File: src/rtl/kap_pkg.sv
package kap_pkg;

  typedef enum logic {PH_LOW = 1'b0, PH_HIGH = 1'b1} phase_e;

  function automatic logic [31:0] xs32_next(logic [31:0] s);
    logic [31:0] x;
    x = s;
    x = x ^ (x << 13);
    x = x ^ (x >> 17);
    x = x ^ (x << 5);
    return x;
  endfunction

  // lo + (s mod span), never zero
  function automatic logic [31:0] draw_ticks(logic [31:0] s, logic [31:0] lo, logic [31:0] span);
    logic [31:0] v;
    v = lo + (s % span);
    if (v == 32'd0) v = 32'd1;
    return v;
  endfunction

  function automatic longint ms_to_ticks(longint ms, longint hz, longint pre, longint top, longint cap);
    longint t;
    t = (ms * hz) / (longint'(1000) * pre * top);
    return (t > cap) ? cap : t;
  endfunction

endpackage

File: src/rtl/kap_tick_gen.sv
module kap_tick_gen
  import kap_pkg::*;
#(
  parameter int unsigned PRESCALE = 256,
  parameter int unsigned TOP_HIGH = 1,
  parameter int unsigned TOP_LOW  = 255
) (
  input  logic   clk_i,
  input  logic   rst_ni,
  input  logic   en_i,
  input  phase_e phase_i,
  input  logic   restart_i,
  output logic   tick_o
);
  localparam int unsigned TOP_MAX = (TOP_HIGH > TOP_LOW) ? TOP_HIGH : TOP_LOW;
  localparam int unsigned PS_W = (PRESCALE > 1) ? $clog2(PRESCALE) : 1;
  localparam int unsigned DV_W = (TOP_MAX > 1) ? $clog2(TOP_MAX) : 1;

  logic [PS_W-1:0] ps_q;
  logic [DV_W-1:0] dv_q;
  logic            ps_last;
  logic [DV_W-1:0] dv_last;

  assign ps_last = (ps_q == PS_W'(PRESCALE - 1));
  assign dv_last = (phase_i == PH_HIGH) ? DV_W'(TOP_HIGH - 1) : DV_W'(TOP_LOW - 1);
  assign tick_o  = en_i && ps_last && (dv_q == dv_last);

  always_ff @(posedge clk_i or negedge rst_ni) begin
    if (!rst_ni) begin
      ps_q <= '0;
      dv_q <= '0;
    end else if (en_i) begin
      if (restart_i) begin
        // phase change: drop partial period
        ps_q <= '0;
        dv_q <= '0;
      end else begin
        ps_q <= ps_last ? '0 : ps_q + PS_W'(1);
        if (ps_last) dv_q <= (dv_q == dv_last) ? '0 : dv_q + DV_W'(1);
      end
    end
  end

endmodule

File: src/rtl/kap_rng.sv
module kap_rng
  import kap_pkg::*;
#(
  parameter int unsigned CNT_W   = 16,
  parameter logic [31:0] SEED_NZ = 32'h1,
  parameter logic [31:0] HI_MIN  = 32'd1,
  parameter logic [31:0] HI_SPAN = 32'd1,
  parameter logic [31:0] LO_MIN  = 32'd1,
  parameter logic [31:0] LO_SPAN = 32'd1
) (
  input  logic             clk_i,
  input  logic             rst_ni,
  input  logic             advance_i,
  input  phase_e           phase_i,
  output logic [CNT_W-1:0] draw_o
);
  logic [31:0]      st_q;
  logic [CNT_W-1:0] hi_draw;
  logic [CNT_W-1:0] lo_draw;

  // constant divisors: two fixed reducers, then select
  assign hi_draw = CNT_W'(draw_ticks(st_q, HI_MIN, HI_SPAN));
  assign lo_draw = CNT_W'(draw_ticks(st_q, LO_MIN, LO_SPAN));
  assign draw_o  = (phase_i == PH_HIGH) ? hi_draw : lo_draw;

  always_ff @(posedge clk_i or negedge rst_ni) begin
    if (!rst_ni)        st_q <= xs32_next(SEED_NZ); // seed used by reset draw
    else if (advance_i) st_q <= xs32_next(st_q);
  end

endmodule

File: src/rtl/kap_phase_ctrl.sv
module kap_phase_ctrl
  import kap_pkg::*;
#(
  parameter int unsigned      CNT_W    = 16,
  parameter logic [CNT_W-1:0] INIT_CNT = '1
) (
  input  logic             clk_i,
  input  logic             rst_ni,
  input  logic             tick_i,
  input  logic [CNT_W-1:0] draw_i,
  output phase_e           phase_o,
  output phase_e           next_phase_o,
  output logic [CNT_W-1:0] cnt_o,
  output logic             expire_o
);
  phase_e           phase_q;
  logic [CNT_W-1:0] cnt_q;

  assign expire_o     = tick_i && (cnt_q <= CNT_W'(1));
  assign next_phase_o = (phase_q == PH_HIGH) ? PH_LOW : PH_HIGH;
  assign phase_o      = phase_q;
  assign cnt_o        = cnt_q;

  always_ff @(posedge clk_i or negedge rst_ni) begin
    if (!rst_ni) begin
      phase_q <= PH_HIGH;
      cnt_q   <= INIT_CNT;
    end else if (expire_o) begin
      phase_q <= next_phase_o;
      cnt_q   <= draw_i;
    end else if (tick_i) begin
      cnt_q <= cnt_q - CNT_W'(1);
    end
  end

endmodule

File: src/rtl/keepalive_pulser.sv
module keepalive_pulser
  import kap_pkg::*;
#(
  parameter int unsigned CLK_HZ    = 8000000,
  parameter int unsigned PRESCALE  = 256,
  parameter int unsigned TOP_HIGH  = 1,
  parameter int unsigned TOP_LOW   = 255,
  parameter int unsigned HI_MIN_MS = 2,
  parameter int unsigned HI_MAX_MS = 6,
  parameter int unsigned LO_MIN_MS = 40000,
  parameter int unsigned LO_MAX_MS = 55000,
  parameter int unsigned CNT_W     = 16,
  parameter logic [31:0] SEED      = 32'h2545_f491
) (
  input  logic clk_i,
  input  logic rst_ni,
  input  logic en_i,
  output logic load_o,
  output logic tick_o
);
  localparam longint      CAP     = (longint'(1) << CNT_W) - 1;
  localparam logic [31:0] HI_MIN_T = 32'(ms_to_ticks(HI_MIN_MS, CLK_HZ, PRESCALE, TOP_HIGH, CAP));
  localparam logic [31:0] HI_MAX_T = 32'(ms_to_ticks(HI_MAX_MS, CLK_HZ, PRESCALE, TOP_HIGH, CAP));
  localparam logic [31:0] LO_MIN_T = 32'(ms_to_ticks(LO_MIN_MS, CLK_HZ, PRESCALE, TOP_LOW, CAP));
  localparam logic [31:0] LO_MAX_T = 32'(ms_to_ticks(LO_MAX_MS, CLK_HZ, PRESCALE, TOP_LOW, CAP));
  localparam logic [31:0] HI_SPAN  = HI_MAX_T - HI_MIN_T + 32'd1;
  localparam logic [31:0] LO_SPAN  = LO_MAX_T - LO_MIN_T + 32'd1;
  localparam logic [31:0] SEED_NZ  = (SEED == 32'd0) ? 32'd1 : SEED;
  localparam logic [CNT_W-1:0] INIT_CNT = CNT_W'(draw_ticks(SEED_NZ, HI_MIN_T, HI_SPAN));

  phase_e           phase_q;
  phase_e           next_phase;
  logic [CNT_W-1:0] cnt_q;
  logic [CNT_W-1:0] draw;
  logic             tick;
  logic             expire;
  logic             load_q;

  kap_tick_gen #(
    .PRESCALE(PRESCALE),
    .TOP_HIGH(TOP_HIGH),
    .TOP_LOW (TOP_LOW)
  ) u_tick (
    .clk_i    (clk_i),
    .rst_ni   (rst_ni),
    .en_i     (en_i),
    .phase_i  (phase_q),
    .restart_i(expire),
    .tick_o   (tick)
  );

  kap_rng #(
    .CNT_W  (CNT_W),
    .SEED_NZ(SEED_NZ),
    .HI_MIN (HI_MIN_T),
    .HI_SPAN(HI_SPAN),
    .LO_MIN (LO_MIN_T),
    .LO_SPAN(LO_SPAN)
  ) u_rng (
    .clk_i    (clk_i),
    .rst_ni   (rst_ni),
    .advance_i(expire),
    .phase_i  (next_phase),
    .draw_o   (draw)
  );

  kap_phase_ctrl #(
    .CNT_W   (CNT_W),
    .INIT_CNT(INIT_CNT)
  ) u_ctrl (
    .clk_i       (clk_i),
    .rst_ni      (rst_ni),
    .tick_i      (tick),
    .draw_i      (draw),
    .phase_o     (phase_q),
    .next_phase_o(next_phase),
    .cnt_o       (cnt_q),
    .expire_o    (expire)
  );

  assign load_q = (phase_q == PH_HIGH);
  assign load_o = en_i & load_q;
  assign tick_o = tick;

endmodule

File: config.mk
export PLATFORM = sky130hd
export DESIGN_NAME = keepalive_pulser
export DESIGN_NICKNAME = d
export VERILOG_FILES = /design/src/rtl/kap_pkg.sv /design/src/rtl/kap_tick_gen.sv /design/src/rtl/kap_rng.sv /design/src/rtl/kap_phase_ctrl.sv /design/src/rtl/keepalive_pulser.sv
export SDC_FILE = /design/constraint.sdc
export NUM_CORES = 1
export LEC_CHECK = 0
export BUFFER_PORTS_ARGS = -buffer_cell sky130_fd_sc_hd__buf_2
export CAP_MARGIN = 20
export CORE_ASPECT_RATIO = 1.25
export CORE_UTILIZATION = 60
export DETAILED_ROUTE_END_ITERATION = 10
export PLACE_DENSITY = 0.76
export SLEW_MARGIN = 20
export SYNTH_ARGS = -nofsm -noshare
export SYNTH_HDL_FRONTEND = slang
export SYNTH_SLANG_ARGS = --single-unit
File: constraint.sdc
create_clock -name clk_i -period 40.8 [get_ports clk_i]
set_input_delay 8.16 -clock clk_i [delete_from_list [all_inputs] [get_ports clk_i]]
set_output_delay 8.16 -clock clk_i [all_outputs]
set_load 0.005 [all_outputs]
### After elaboration in Yosys (flattened, before gate mapping)

Cells that the tools add are included.

* flip-flop bits (word level): 65
* word-level logic and storage cells: 39
* input bits: 3
* output and inout port bits: 2

* magnitude comparators: 1
* bitwise operators: 4
* reduce and logical (&&, ||, !) cells: 8
* equal/unequal tests: 2
* add/subtract/negate cells: 5
* mux-type cells: 12
* divide/modulo/power cells: 2

Operators with widths (count)
* 2-to-1 mux 16 bit: 5
* logical NOT 32 bit: 2
* XOR 32 bit: 2
* 2-to-1 mux 8 bit: 6
* adder 13 x 32 -> 32 bit, first input constant: 1
* adder 6 x 32 -> 32 bit, first input constant: 1
* modulo 32 x 11 -> 32 bit, second input constant: 1
* modulo 32 x 7 -> 32 bit, second input constant: 1
* XOR 32 x 15 -> 32 bit: 1
* adder 8 x 1 -> 8 bit, second input constant: 2
* <= comparator 16 x 1 -> 1 bit, second input constant: 1
* subtractor 16 x 1 -> 16 bit, second input constant: 1
* equality test 8 bit: 1
* equality test 8 bit, second input constant: 1
* nonzero test 2 bit: 2
* logical AND 1 bit: 3
* AND reduction 2 bit: 1
* bitwise AND 1 bit: 1
* 2-to-1 mux 1 bit: 1

### Longest topological paths before layout

Gate-level depths: netlist of the first run.

* word-level depth: 6
* mapped depth: 73
* gate-level depth less buffers: 60

### Cells and area by module

From an unflattened synthesis of the first run, not the netlist that was laid out.

* cell total of the unflattened synthesis: 2354
* area, all modules: 17025.1 um^2

By module, submodules not included
* kap_rng: cells each 2127, sequential area each 819.5 um^2, area each 14940.6 um^2, times used 1
* kap_phase_ctrl: cells each 114, sequential area each 434.2 um^2, area each 1093.5 um^2, times used 1
* kap_tick_gen: cells each 112, sequential area each 400.4 um^2, area each 984.7 um^2, times used 1
* keepalive_pulser: cells each 1, sequential area each 0.0 um^2, area each 6.3 um^2, times used 1

### Least setup slack after synthesis of the first run

No wires, ideal clock.

* kind: in2out
* from: input port en_i
* to: output port tick_o
* buffers on the path: 2
* setup slack: 23.593 ns
* stages: 5
* data arrival time: 9.047 ns
* required time: 32.640 ns
* path through: and2_1 > clkbuf_1 > nand2_1 > inv_1 > clkbuf_1

* word-level cells in the longest chain between the ends: 2

RTL lines
* start: declaration: line keepalive_pulser.sv:17 `input logic en_i,`
* logical AND 1 bit (2 in series): line kap_tick_gen.sv:26 `assign tick_o = en_i && ps_last && (dv_q == dv_last);`
* end: declaration: line keepalive_pulser.sv:19 `output logic tick_o`

No other way between the ends.

### Worst setup path in the final report of the first run

* from: register u_rng.st_q[25]
* to: register u_ctrl.cnt_q[10] (netlist: u_ctrl.cnt_o[10])

* word-level cells in the longest chain between the ends: 6
* elaborated cells between the ends (all ways): 10

RTL lines
* start: declaration: line kap_rng.sv:17 `logic [31:0] st_q;`
* start signal: assignment: line kap_rng.sv:27 `if (!rst_ni) st_q <= xs32_next(SEED_NZ);`
* start signal: assignment: line kap_rng.sv:28 `else if (advance_i) st_q <= xs32_next(st_q);`
* modulo 32 x 7 -> 32 bit / modulo 32 x 11 -> 32 bit (equally long branches): line kap_pkg.sv:17 `v = lo + (s % span);`
* adder 6 x 32 -> 32 bit / adder 13 x 32 -> 32 bit (equally long branches): line kap_pkg.sv:17
* logical NOT 32 bit: line kap_pkg.sv:18 `if (v == 32'd0) v = 32'd1;`
* 2-to-1 mux 16 bit: line kap_pkg.sv:18
* 2-to-1 mux 16 bit *: line kap_rng.sv:24 `assign draw_o = (phase_i == PH_HIGH) ? hi_draw : lo_draw;`
* 2-to-1 mux 16 bit *: line kap_phase_ctrl.sv:28 `end else if (expire_o) begin`
* end signal: assignment: line kap_phase_ctrl.sv:30 `cnt_q <= draw_i;`
* end signal: assignment: line kap_phase_ctrl.sv:32 `cnt_q <= cnt_q - CNT_W'(1);`
* end: declaration: line kap_phase_ctrl.sv:17 `logic [CNT_W-1:0] cnt_q;`

Every way passes the cells marked *; elsewhere a longest branch is shown, timed or not.
A chain may end at the register's enable or synchronous reset.

==> results of run 1 <==
-- power groups by stage --
stage	Sequential [mW]	Combinational (mW)	Clock, mW
after floorplan	0.0712	0.00531	0
after global placement	0.0719	0.00737	0
after detailed placement	0.0722	0.00795	0
after CTS	0.0711	0.00800	0.0753
after global routing	0.0713	0.00908	0.0775
final	0.0711	0.00782	0.0745
-- registers in the layout, summed over array words and instances, names as in the netlist --
register        flops
u_rng.st_q         32
u_ctrl.phase_o      1
u_ctrl.cnt_o       16
u_tick.ps_q         8
u_tick.dv_q         8
-- cells in the mapped netlist, drive strengths merged, types with 37 or more instances --
master and count:
nand2 254, nor2 220, a21oi 181, o21ai 164, xnor2 145, nand3 90
clkbuf 86, nor3 79, a211oi 67, o211ai 47, a31oi 46, inv 46
mux2i 45, buf 44, dfrtp 43, a21o 41, and2 39, and3 39
nor4 37, xor2 37
-- stage by stage --
stage	area [um^2]	utilization [%]	power [mW]
after global placement	17100	59.8	0.0793
after detailed placement	17100	59.8	0.0801
final	17400	60.8	0.153
after floorplan	17500	-	0.0765
after CTS	17400	60.8	0.154
after global routing	17400	60.8	0.158
-- layer usage --
metal	vias up	wire length (um)	part of all wire, %	track usage (%)
li1	9211	-	-	-
met1	9175	21800	43	40.6
met2	731	24900	49	60.3
met3	133	2510	4.9	2.86
met4	0	1470	2.9	11.8
met5	-	0	0	0
-- worst paths after layout --
check,start,to,slack (ns)
setup / recovery,u_rng.st_q[25],u_ctrl.cnt_o[10],19.80
hold reg to reg,u_tick.ps_q[6],u_tick.ps_q[6],0.50
hold / removal,u_tick.ps_q[6],u_tick.ps_q[6],0.50
min in group asynchronous,rst_ni,u_rng.st_q[19],8.03
setup reg to reg,u_rng.st_q[25],u_ctrl.cnt_o[10],19.80
max in group asynchronous,rst_ni,u_ctrl.cnt_o[7],32.15
-- logic make-up (layout without fill, tap and decap cells) --
logic type	Yosys count	count (layout)	share of synthesized area (%)
buf+inv	190	89	7.16
xor+xnor	182	182	9.36
simple gates	938	938	27.0
fa+ha+maj	22	22	1.39
flops	65	65	9.44
compound gates	965	965	41.0
mux	74	74	4.63
-- area by class of cell --
cell class                      count  share of cell area, %
Inverter                           56                   1.29
Sequential cell                    65                   9.52
Clock buffer                       13                   1.50
Tap cell                          390                   2.81
Multi-Input combinational cell   2181                   84.1
Timing Repair Buffer               17                  0.677
Clock inverter                      3                  0.137
-- worst register-to-register path: cells and delay by family, from the launching register on --
family,cells,cell delay [ns]
xor+xnor,5,2.44
mux,2,1.06
buf+inv,1,0.22
simple gates,9,1.60
compound gates,43,14.56
flops,1,1.01
==> flow_metrics.tcl, run 1 <==
set metrics [dict create \
    status "finished, final reports clean" \
    cpMostUsedCell "xnor2_1" \
    p_switching_mw 0.0376 \
    coreArea_mm2 0.0286 \
    p_seq_share_pct 46.4 \
    dieArea_mm2 0.0299 \
    holdPathStages 1 \
    critical_path_class "reg2reg" \
    p_sw_share_pct 24.5 \
    p_clk_share_pct 48.5 \
    multi_input_area_mm2 0.0146 \
    wl_per_cell_um 18.6 \
    ir_worst_vdd_uv 23.0 \
    yosysTopAreaCell "xnor2_1" \
    syn_avg_cell_area_um2 7.19 \
    grt_max_degree 66 \
    nets 2342 \
    cts_root_buf "clkbuf_16" \
    combPwrFrac_pct 5.1 \
    synth-edff-count 0 \
    num-fill-cells 2655 \
    place_ws_ns 20.36 \
    rsz0062_at_grt "no" \
    setup_violations 0 \
    ys_seq_area_share_pct 9.44 \
    cts_sinks 65 \
    antenna_cells 0 \
    cp.arrival_ns 21.25 \
    ys_top_cells_by_area "xnor2_1, dfrtp_1, nand2_1, a21oi_1, nor2_1" \
    synthFlopType "dfrtp_1" \
    grt_pass1_wl_um 84300 \
    placed_cells 2709 \
    fmax_mhz 47.6 \
    tightest_slew_ns 1.12 \
    post_cts_buffers 0 \
    synth-warning-count 0 \
    dr_total_vias 19300 \
    p_per_area_mw_per_mm2 8.83 \
    synthToLayoutAreaGrowth_pct -0.807 \
    h-tree-depth 3 \
    clk_pin_slew_ns 0.06 \
    synth_cell_types 161 \
    critPathRequiredTime_ns 41.05 \
    synthArstFlopShare_pct 100 \
    timing.final.ws_setup_ns 19.80 \
    cap_violations 0 \
    slew_headroom_pct 25.1 \
    intPower_mw 0.116 \
    drt_pass1_iterations 7 \
    finalCriticalPeriod_ns 21.00 \
    holdBufCountCts 0 \
    finalCritPeriodShare_pct 51.5 \
    final_max_slew_viol_count 0 \
    drt-total-wl_um 50700 \
    drtIter0Drc 1679 \
    die_x_um 155 \
    post_cts_resized 0 \
    netlist_area_mm2 0.0175 \
    cp_num_cells 60 \
    syn_inst 2436 \
    clockBufferDepth 2 \
    crit_slowest_cell "dfrtp_1" \
    worstRegToRegCells 60 \
    critPathBufInv 1 \
    synth_fp_nets 2448 \
    crit_family "compound AO/OA/AOI/OAI gates" \
    cts_buffers 9 \
    worstSetupEndpointType "flip-flop" \
    fin_cells 2725 \
    cts_tree "built" \
    layout.cells.most_common "nand2_1" \
    io_pins 5 \
    drive_gt1_share_pct 12.8 \
    post-dp-hpwl_um 38400 \
    hp-class "reg2reg" \
    die_h_um 193 \
    ff_latch_area_mm2 0.00165 \
    via_per_inst 7.06 \
    globalplace.congestion 1.00 \
    leakagePower_nw 5.98 \
    tns_ns 0 \
    whs_ns 0.498 \
    track_usage_pct 33.1 \
    path_max_fanout 34 \
    drc 0 \
    port_buffers 4 \
    grt_remaining_overflow 0 \
    drtAntennaViolNets 0 \
    initial_core_util_pct 61.3 \
    grt_pass1_vias 17600 \
    cp_slowest_stage_delay_ns 1.01 \
    yosysTopAreaCellShare_pct 7.00 \
    cp-start-kind "flip-flop" \
    ys_seq_elements 65 \
    rows 69 \
    hold_violations 0 \
    fin_worst_skew_ns 0.0114 \
    clk_latency_ns 0.34 \
    antenna_found_initial 0 \
    final_cell_mix "nand2_1, nor2_1, a21oi_1" \
]
Note: power is estimated with default switching activity, not from simulation.
==> run 2: changes to the inputs <==
ABC_AREA = 1   (was default)
PLACE_DENSITY = 0.79   (was 0.76)
clock period = 18.03 ns   (was 40.8 ns; I/O delays follow)
==> flow_metrics.tcl, run 2 <==
set metrics [dict create \
    cpMostUsedCell "nand2_2" \
    p_per_area_mw_per_mm2 24.7 \
    wl_met1_um 14200 \
    drt-total-wl_um 32400 \
    yosysTopAreaCell "nand2_1" \
    regToRegSetupSlack_ns 3.47 \
    die_h_um 178 \
    rsz0062_at_grt "no" \
    nets 2272 \
    path_max_fanout 12 \
    holdPathStages 2 \
    ys_seq_elements 65 \
    worstSetupEndpointType "flip-flop" \
    drt_pass1_iterations 7 \
    ys_seq_area_share_pct 11.2 \
    wl_per_cell_um 12.5 \
    holdBufCountCts 0 \
    hold_path_startpoint "u_ctrl.cnt_o[11]" \
    whs_ns 0.546 \
    crit_slowest_cell "dfrtp_1" \
    drive_gt1_share_pct 28.2 \
    cts_buffers 9 \
    hold_path_end "u_ctrl.cnt_o[11]" \
    final_cell_mix "nand2_1, inv_1, nand2_2" \
    cts_tree "built" \
    maxUsedRoutingLayer "met4" \
    antenna_found_initial 0 \
    dieArea_mm2 0.0253 \
    hp-class "reg2reg" \
    coreArea_mm2 0.0240 \
    netlist_area_mm2 0.0148 \
    clk_latency_ns 0.35 \
    post-dp-hpwl_um 26600 \
    syn_avg_cell_area_um2 6.50 \
    grt_remaining_overflow 0 \
    utilization_pct 63.1 \
    track_usage_pct 26.6 \
    hold_violations 0 \
    cp-start-kind "flip-flop" \
    synthFlopType "dfrtp_1" \
    tns_ns 0 \
    dr_total_vias 13900 \
    drc 0 \
    synth_cell_types 70 \
    synthArstFlopShare_pct 100 \
    initial_core_util_pct 61.8 \
    setup_violations 0 \
    cp_slowest_stage_delay_ns 0.58 \
    total_power_mw 0.374 \
    h-tree-depth 3 \
    antenna_cells 0 \
    post_cts_buffers 0 \
    placed_cells 2574 \
    synth.most_common_cell "nand2_1" \
    fin_cells 2590 \
    grt_max_degree 66 \
    port_buffers 4 \
    cts_sinks 65 \
    met3_wirelength_um 688 \
    slew_headroom_pct 40.9 \
    post_cts_resized 0 \
    tightest_slew_ns 0.886 \
    ys_top_cells_by_area "nand2_1, nand2_2, dfrtp_1, inv_1, nand2_4" \
    status "finished, final reports clean" \
    cp.arrival_ns 14.80 \
    worstRegToRegCells 124 \
    design_area_mm2 0.0151 \
    regMostFlops "u_rng.st_q" \
    critPathRequiredTime_ns 18.27 \
    clk_pin_slew_ns 0.06 \
    synth_fp_nets 2292 \
    grt_pass1_wl_um 57000 \
    drtIter0Drc 735 \
    finalCriticalPeriod_ns 14.56 \
    io_pins 5 \
    die_x_um 143 \
    grt_pass1_vias 13300 \
    r2r_start "u_rng.st_q[27]" \
    placed_area_mm2 0.0148 \
    leakagePower_nw 8.01 \
    num-fill-cells 2280 \
    place_ws_ns 3.66 \
    via_per_inst 5.35 \
    drtAntennaViolNets 0 \
    timing.final.ws_setup_ns 3.47 \
    globalplace.congestion 0.897 \
    syn_inst 2280 \
    fmax_mhz 68.7 \
    ir_worst_vdd_uv 50.5 \
    synth-edff-count 0 \
    rows 63 \
    finalCritPeriodShare_pct 80.8 \
    clockBufferDepth 2 \
    fin_worst_skew_ns 0.00854 \
    layout.cells.most_common "nand2_1" \
    yosysTopAreaCellShare_pct 12.9 \
    synthToLayoutAreaGrowth_pct 2.04 \
    cts_root_buf "clkbuf_16" \
    dr_wl_met2_um 16900 \
    largest_reg_flops 32 \
    cap_violations 0 \
    ys_top_cells_by_count "nand2_1, inv_1, nand2_2" \
    reg2reg_to "u_ctrl.cnt_o[7]" \
    critical_path_class "reg2reg" \
    synth-warning-count 0 \
    final_max_slew_viol_count 0 \
]
run 2: changes by cell type in the layout (fill, tap and decap cells not counted), moves of 64 or more:
cell     delta
nand3_1    +97
xnor2_1    -83
nor2_1     -78
o21ai_0    -64
nand2_4    +90
nand2_2   +197
nand2_1   +256
inv_1     +233
a21oi_1   -129
run 2: final cells by class:
| class | count | area (um^2) | area share, % |
|---|---|---|---|
| multi-input combinational | 1825 | 11300 | 74.8 |
| sequential | 65 | 1650 | 10.9 |
| inverter | 351 | 1380 | 9.09 |
| tap | 325 | 407 | 2.69 |
| clock inverter | 5 | 78.8 | 0.521 |
| clock buffer | 11 | 243 | 1.61 |
| timing repair buffer | 8 | 50.0 | 0.331 |
run 2: cell families (layout without fill, tap and decap cells):
kind of cell             after synthesis  in the layout  synth area share (%)
AND/OR/NAND/NOR                     1391           1391                  54.8
buffers and inverters                390            375                  12.5
AO/OA/AOI/OAI                        286            286                  12.2
XOR/XNOR                             139            139                  8.62
flip-flops                            65             65                  11.2
adder cells (fa/ha/maj)                9              9                 0.760
run 2: where the power goes:
group	switching [mW]	leakage, nW	internal (mW)	total (mW)
Sequential	0.00537	0.788	0.153	0.159
Clock	0.0695	0.159	0.125	0.194
Combinational	0.0135	7.07	0.00762	0.0211
run 2: critical path, delay by kind of cell, from the launching register on:
kind | cells | cell delay, ns
adders and majority gates | 1 | 0.19
xor gates and xnor gates | 1 | 0.20
and+or+nand+nor | 109 | 11.68
AOI/OAI and AO/OA | 6 | 1.24
buffers and inverters | 7 | 0.53
DFF | 1 | 0.58
run 2: how the worst max path moves through the flow:
stage	start	end	slack, ns	cells after the start
after global placement	u_rng.st_q[29]	u_ctrl.cnt_o[7]	4.21	129
after detailed placement	u_rng.st_q[29]	u_ctrl.cnt_o[7]	3.66	129
final	u_rng.st_q[27]	u_ctrl.cnt_o[7]	3.47	124
after CTS	u_rng.st_q[29]	u_ctrl.cnt_o[7]	3.55	126
after floorplan	u_rng.st_q[29]	u_ctrl.cnt_o[7]	5.52	130
after global routing	u_rng.st_q[29]	u_ctrl.cnt_o[7]	1.49	122
run 2: per-layer routing:
metal	vias to the layer above	track usage (%)
li1	7259	-
met2	177	51.1
met5	-	0
met4	0	7.93
met3	55	2.59
met1	6378	30.6
==> run 3: changes to the inputs <==
ABC_AREA = 0   (was 1)
clock period = 12.5 ns   (was 18.03 ns; I/O delays follow)
==> flow_metrics.tcl, run 3 <==
set metrics [dict create \
    ys_seq_elements 65 \
    synthFlopType "dfrtp_1" \
    rows 69 \
    place_ws_ns -4.01 \
    post-dp-hpwl_um 49800 \
    synth.most_common_cell "nand2_1" \
    synth-edff-count 0 \
    synth_fp_nets 2448 \
    ys_seq_area_share_pct 9.44 \
    die_h_um 193 \
    ys_top_cells_by_area "xnor2_1, dfrtp_1, nand2_1, a21oi_1, nor2_1" \
    tool.error "[ERROR GRT-0232] Routing congestion too high. Check the congestion heatmap in the GUI." \
    yosysTopAreaCellShare_pct 7.00 \
    worst-ep-kind "register input" \
    netlist_area_mm2 0.0175 \
    grt_max_degree 66 \
    cts_root_buf "clkbuf_16" \
    cts_buffers 9 \
    grt_remaining_overflow 2988 \
    track_usage_pct 101 \
    io_pins 5 \
    yosysTopAreaCell "xnor2_1" \
    port_buffers 4 \
    synth_cell_types 161 \
    synthArstFlopShare_pct 100 \
    globalplace.congestion 0.982 \
    haltStage "global routing (5_1_grt)" \
    h-tree-depth 3 \
    cts_sinks 65 \
    die_x_um 155 \
    clockBufferDepth 2 \
    placed_area_mm2 0.0238 \
    syn_avg_cell_area_um2 7.19 \
    status "stopped before the end" \
    ys_top_cells_by_count "nand2_1, nor2_1, a21oi_1" \
    worst_endpoint "u_ctrl.cnt_o[10]$_DFFE_PN0P_/D" \
    syn_inst 2436 \
    initial_core_util_pct 61.3 \
    holdBufCountCts 0 \
    synth-warning-count 0 \
]
-- run 3: what timing repair did --
item / in CTS
pin swaps: 60
setup endpoints to repair: 15
buffers inserted: 51
endpoints found under the hold margin: 0
gates resized for setup: 163
gates cloned: 1
-- run 3: per-stage QoR --
step	std cells	util, %
2_1_floorplan	2436	-
3_3_place_gp	3463	83.1
3_5_place_dp	3463	83.1
4_1_cts	3530	88.4
-- run 3: cells by family after synthesis --
logic type	synth area share, %
AOI/OAI and AO/OA	41.0
and+or+nand+nor	27.0
buffers and inverters	7.16
xor gates and xnor gates	9.36
muxes	4.63
DFF	9.44
adders and majority gates	1.39
-- run 3: routing by layer --
layer / GRT overflow / track usage (%)
met3: 23 / 69.1
met4: 557 / 119
met5: 4 / 25.6
met2: 2376 / 141
met1: 28 / 89.6
==> run 4: changes to the inputs <==
CORE_ASPECT_RATIO = default   (was 1.25)
CORE_UTILIZATION = 40   (was 60)
PLACE_DENSITY = default   (was 0.79)
PLACE_DENSITY_LB_ADDON = 0.15   (was default)
clock period = 16.2 ns   (was 12.5 ns; I/O delays follow)
==> flow_metrics.tcl, run 4 (synthesized netlist as in run 1, its figures left out) <==
set metrics [dict create \
    status "finished with violations" \
    violations "setup timing" \
    design_area_mm2 0.0245 \
    drt_pass1_iterations 6 \
    regMostFlops "u_rng.st_q" \
    cts_root_buf "clkbuf_16" \
    clk_latency_ns 0.34 \
    ff_latch_area_mm2 0.00166 \
    p_per_area_mw_per_mm2 16.3 \
    timing.final.ws_setup_ns -0.216 \
    grt_pass1_vias 19900 \
    layout.cells.most_common "buf_4" \
    utilization_pct 56.7 \
    num-fill-cells 4114 \
    io_pins 5 \
    initial_core_util_pct 40.6 \
    path_max_fanout 8 \
    cts_buffers 9 \
    via_per_inst 5.99 \
    hp-class "reg2reg" \
    drtAntennaViolNets 0 \
    fin_worst_skew_ns 0.00536 \
    rows 76 \
    cpMostUsedCell "buf_4" \
    grt_pass1_wl_um 97500 \
    coreArea_mm2 0.0432 \
    cp.arrival_ns 16.69 \
    h-tree-depth 3 \
    clockBufferDepth 2 \
    fmax_mhz 60.9 \
    worstSetupEndpointType "flip-flop" \
    cts_tree "built" \
    synthToLayoutAreaGrowth_pct 39.7 \
    setup_violations 6 \
    cts_sinks 65 \
    leakagePower_nw 9.43 \
    placed_area_mm2 0.0218 \
    reg2reg_to "u_ctrl.cnt_o[9]" \
    dieArea_mm2 0.0446 \
    grt_remaining_overflow 0 \
    p_sw_share_pct 24.1 \
    intPower_mw 0.303 \
    critPathRequiredTime_ns 16.47 \
    finalCritPeriodShare_pct 101 \
    die_h_um 211 \
    hold_violations 0 \
    drt-total-wl_um 60900 \
    port_buffers 4 \
    nets 2977 \
    multi_input_area_mm2 0.0166 \
    dr_total_vias 21300 \
    crit_path_end "u_ctrl.cnt_o[9]" \
    drc 0 \
    crit_slowest_cell "a2111o_1" \
    critical_path_class "reg2reg" \
    tightest_slew_ns 0.983 \
    cp_slowest_stage_delay_ns 0.54 \
    rsz0062_at_grt "yes" \
    grt_max_degree 66 \
    ir_worst_vdd_uv 45.8 \
    cap_violations 0 \
    final_cell_mix "buf_4, nand2_1, nor2_1" \
    slew_headroom_pct 33.8 \
    final_max_slew_viol_count 0 \
    worstRegToRegCells 70 \
    finalCriticalPeriod_ns 16.42 \
    p_seq_share_pct 44.8 \
    drive_gt1_share_pct 40.0 \
    wl_per_cell_um 17.1 \
    globalplace.congestion 0.912 \
    p_switching_mw 0.0965 \
    regToRegSetupSlack_ns -0.22 \
    antenna_found_initial 0 \
    post-dp-hpwl_um 45700 \
    die_x_um 211 \
    r2r_start "u_rng.st_q[25]" \
    drtIter0Drc 1501 \
    clk_pin_slew_ns 0.06 \
    cp-start-kind "flip-flop" \
    largest_reg_flops 32 \
    p_clk_share_pct 50.4 \
    track_usage_pct 25.7 \
    worstSetupStartpoint "u_rng.st_q[25]" \
    antenna_cells 0 \
    combPwrFrac_pct 4.9 \
]
## run 4: power groups by stage
stage / Clock (mW) / Sequential [mW] / Combinational (mW)
detailed placement: 0 / 0.181 / 0.0196
finish: 0.201 / 0.179 / 0.0194
global placement: 0 / 0.181 / 0.0188
global route: 0.210 / 0.180 / 0.0228
CTS: 0.204 / 0.179 / 0.0199
floorplan: 0 / 0.179 / 0.0134
## run 4: through the flow
| step | setup TNS, ns | cells | worst slack, ns | hold WS, ns | total power, mW |
|---|---|---|---|---|---|
| 3_5_place_dp | -5.89 | 3464 | -0.599 | 0.496 | 0.201 |
| 6_report | -0.558 | 3555 | -0.216 | 0.500 | 0.399 |
| 5_1_grt | -9.02 | 3555 | -0.834 | 0.527 | 0.413 |
| 4_1_cts | -0.0167 | 3508 | -0.0167 | 0.508 | 0.403 |
| 2_1_floorplan | 0 | 2436 | 0.00784 | 0.460 | 0.193 |
| 3_3_place_gp | -3.51 | 3464 | -0.386 | 0.480 | 0.200 |
## run 4: what timing repair did
item	4_1_cts	5_1_grt
setup buffers	28	48
hold buffers	0	0
resized for setup	127	248
setup endpoints to repair	15	15
cloned	0	1
pin swaps	49	112
## run 4: final cells by class
| class | instances | area share [%] |
|---|---|---|
| Tap cell | 585 | 2.99 |
| Inverter | 56 | 0.915 |
| Clock buffer | 12 | 1.01 |
| Sequential cell | 65 | 6.77 |
| Clock inverter | 4 | 0.215 |
| Timing Repair Buffer | 651 | 20.3 |
| Multi-Input combinational cell | 2182 | 67.8 |
## run 4: worst max-delay path, delay by kind of cell, from the launching register on
| family | cells | cell delay, ns |
|---|---|---|
| multiplexers | 4 | 1.06 |
| AND/OR/NAND/NOR | 4 | 0.79 |
| XOR/XNOR | 4 | 0.63 |
| buffers and inverters | 11 | 1.82 |
| AO/OA/AOI/OAI | 45 | 10.86 |
| flip-flops | 1 | 0.47 |
| adder cells (fa/ha/maj) | 2 | 0.68 |
## run 4: worst min-delay path by stage
stage                     end  slack (ns)  cells past startpoint            from
2_1_floorplan  u_tick.ps_q[6]        0.46                      1  u_tick.ps_q[6]
3_3_place_gp   u_tick.ps_q[6]        0.48                      1  u_tick.ps_q[6]
3_5_place_dp   u_tick.ps_q[6]        0.50                      1  u_tick.ps_q[6]
4_1_cts        u_tick.ps_q[6]        0.51                      1  u_tick.ps_q[6]
5_1_grt        u_tick.ps_q[6]        0.53                      1  u_tick.ps_q[6]
6_report       u_tick.ps_q[6]        0.50                      1  u_tick.ps_q[6]
## run 4: layer usage
layer | wire length (um) | part of all wire (%) | GRT usage [%]
met4 | 1080 | 1.8 | 6.32
met3 | 2260 | 3.7 | 1.78
met5 | 0 | 0 | 0
met2 | 29000 | 48 | 43.6
met1 | 28500 | 47 | 35.2
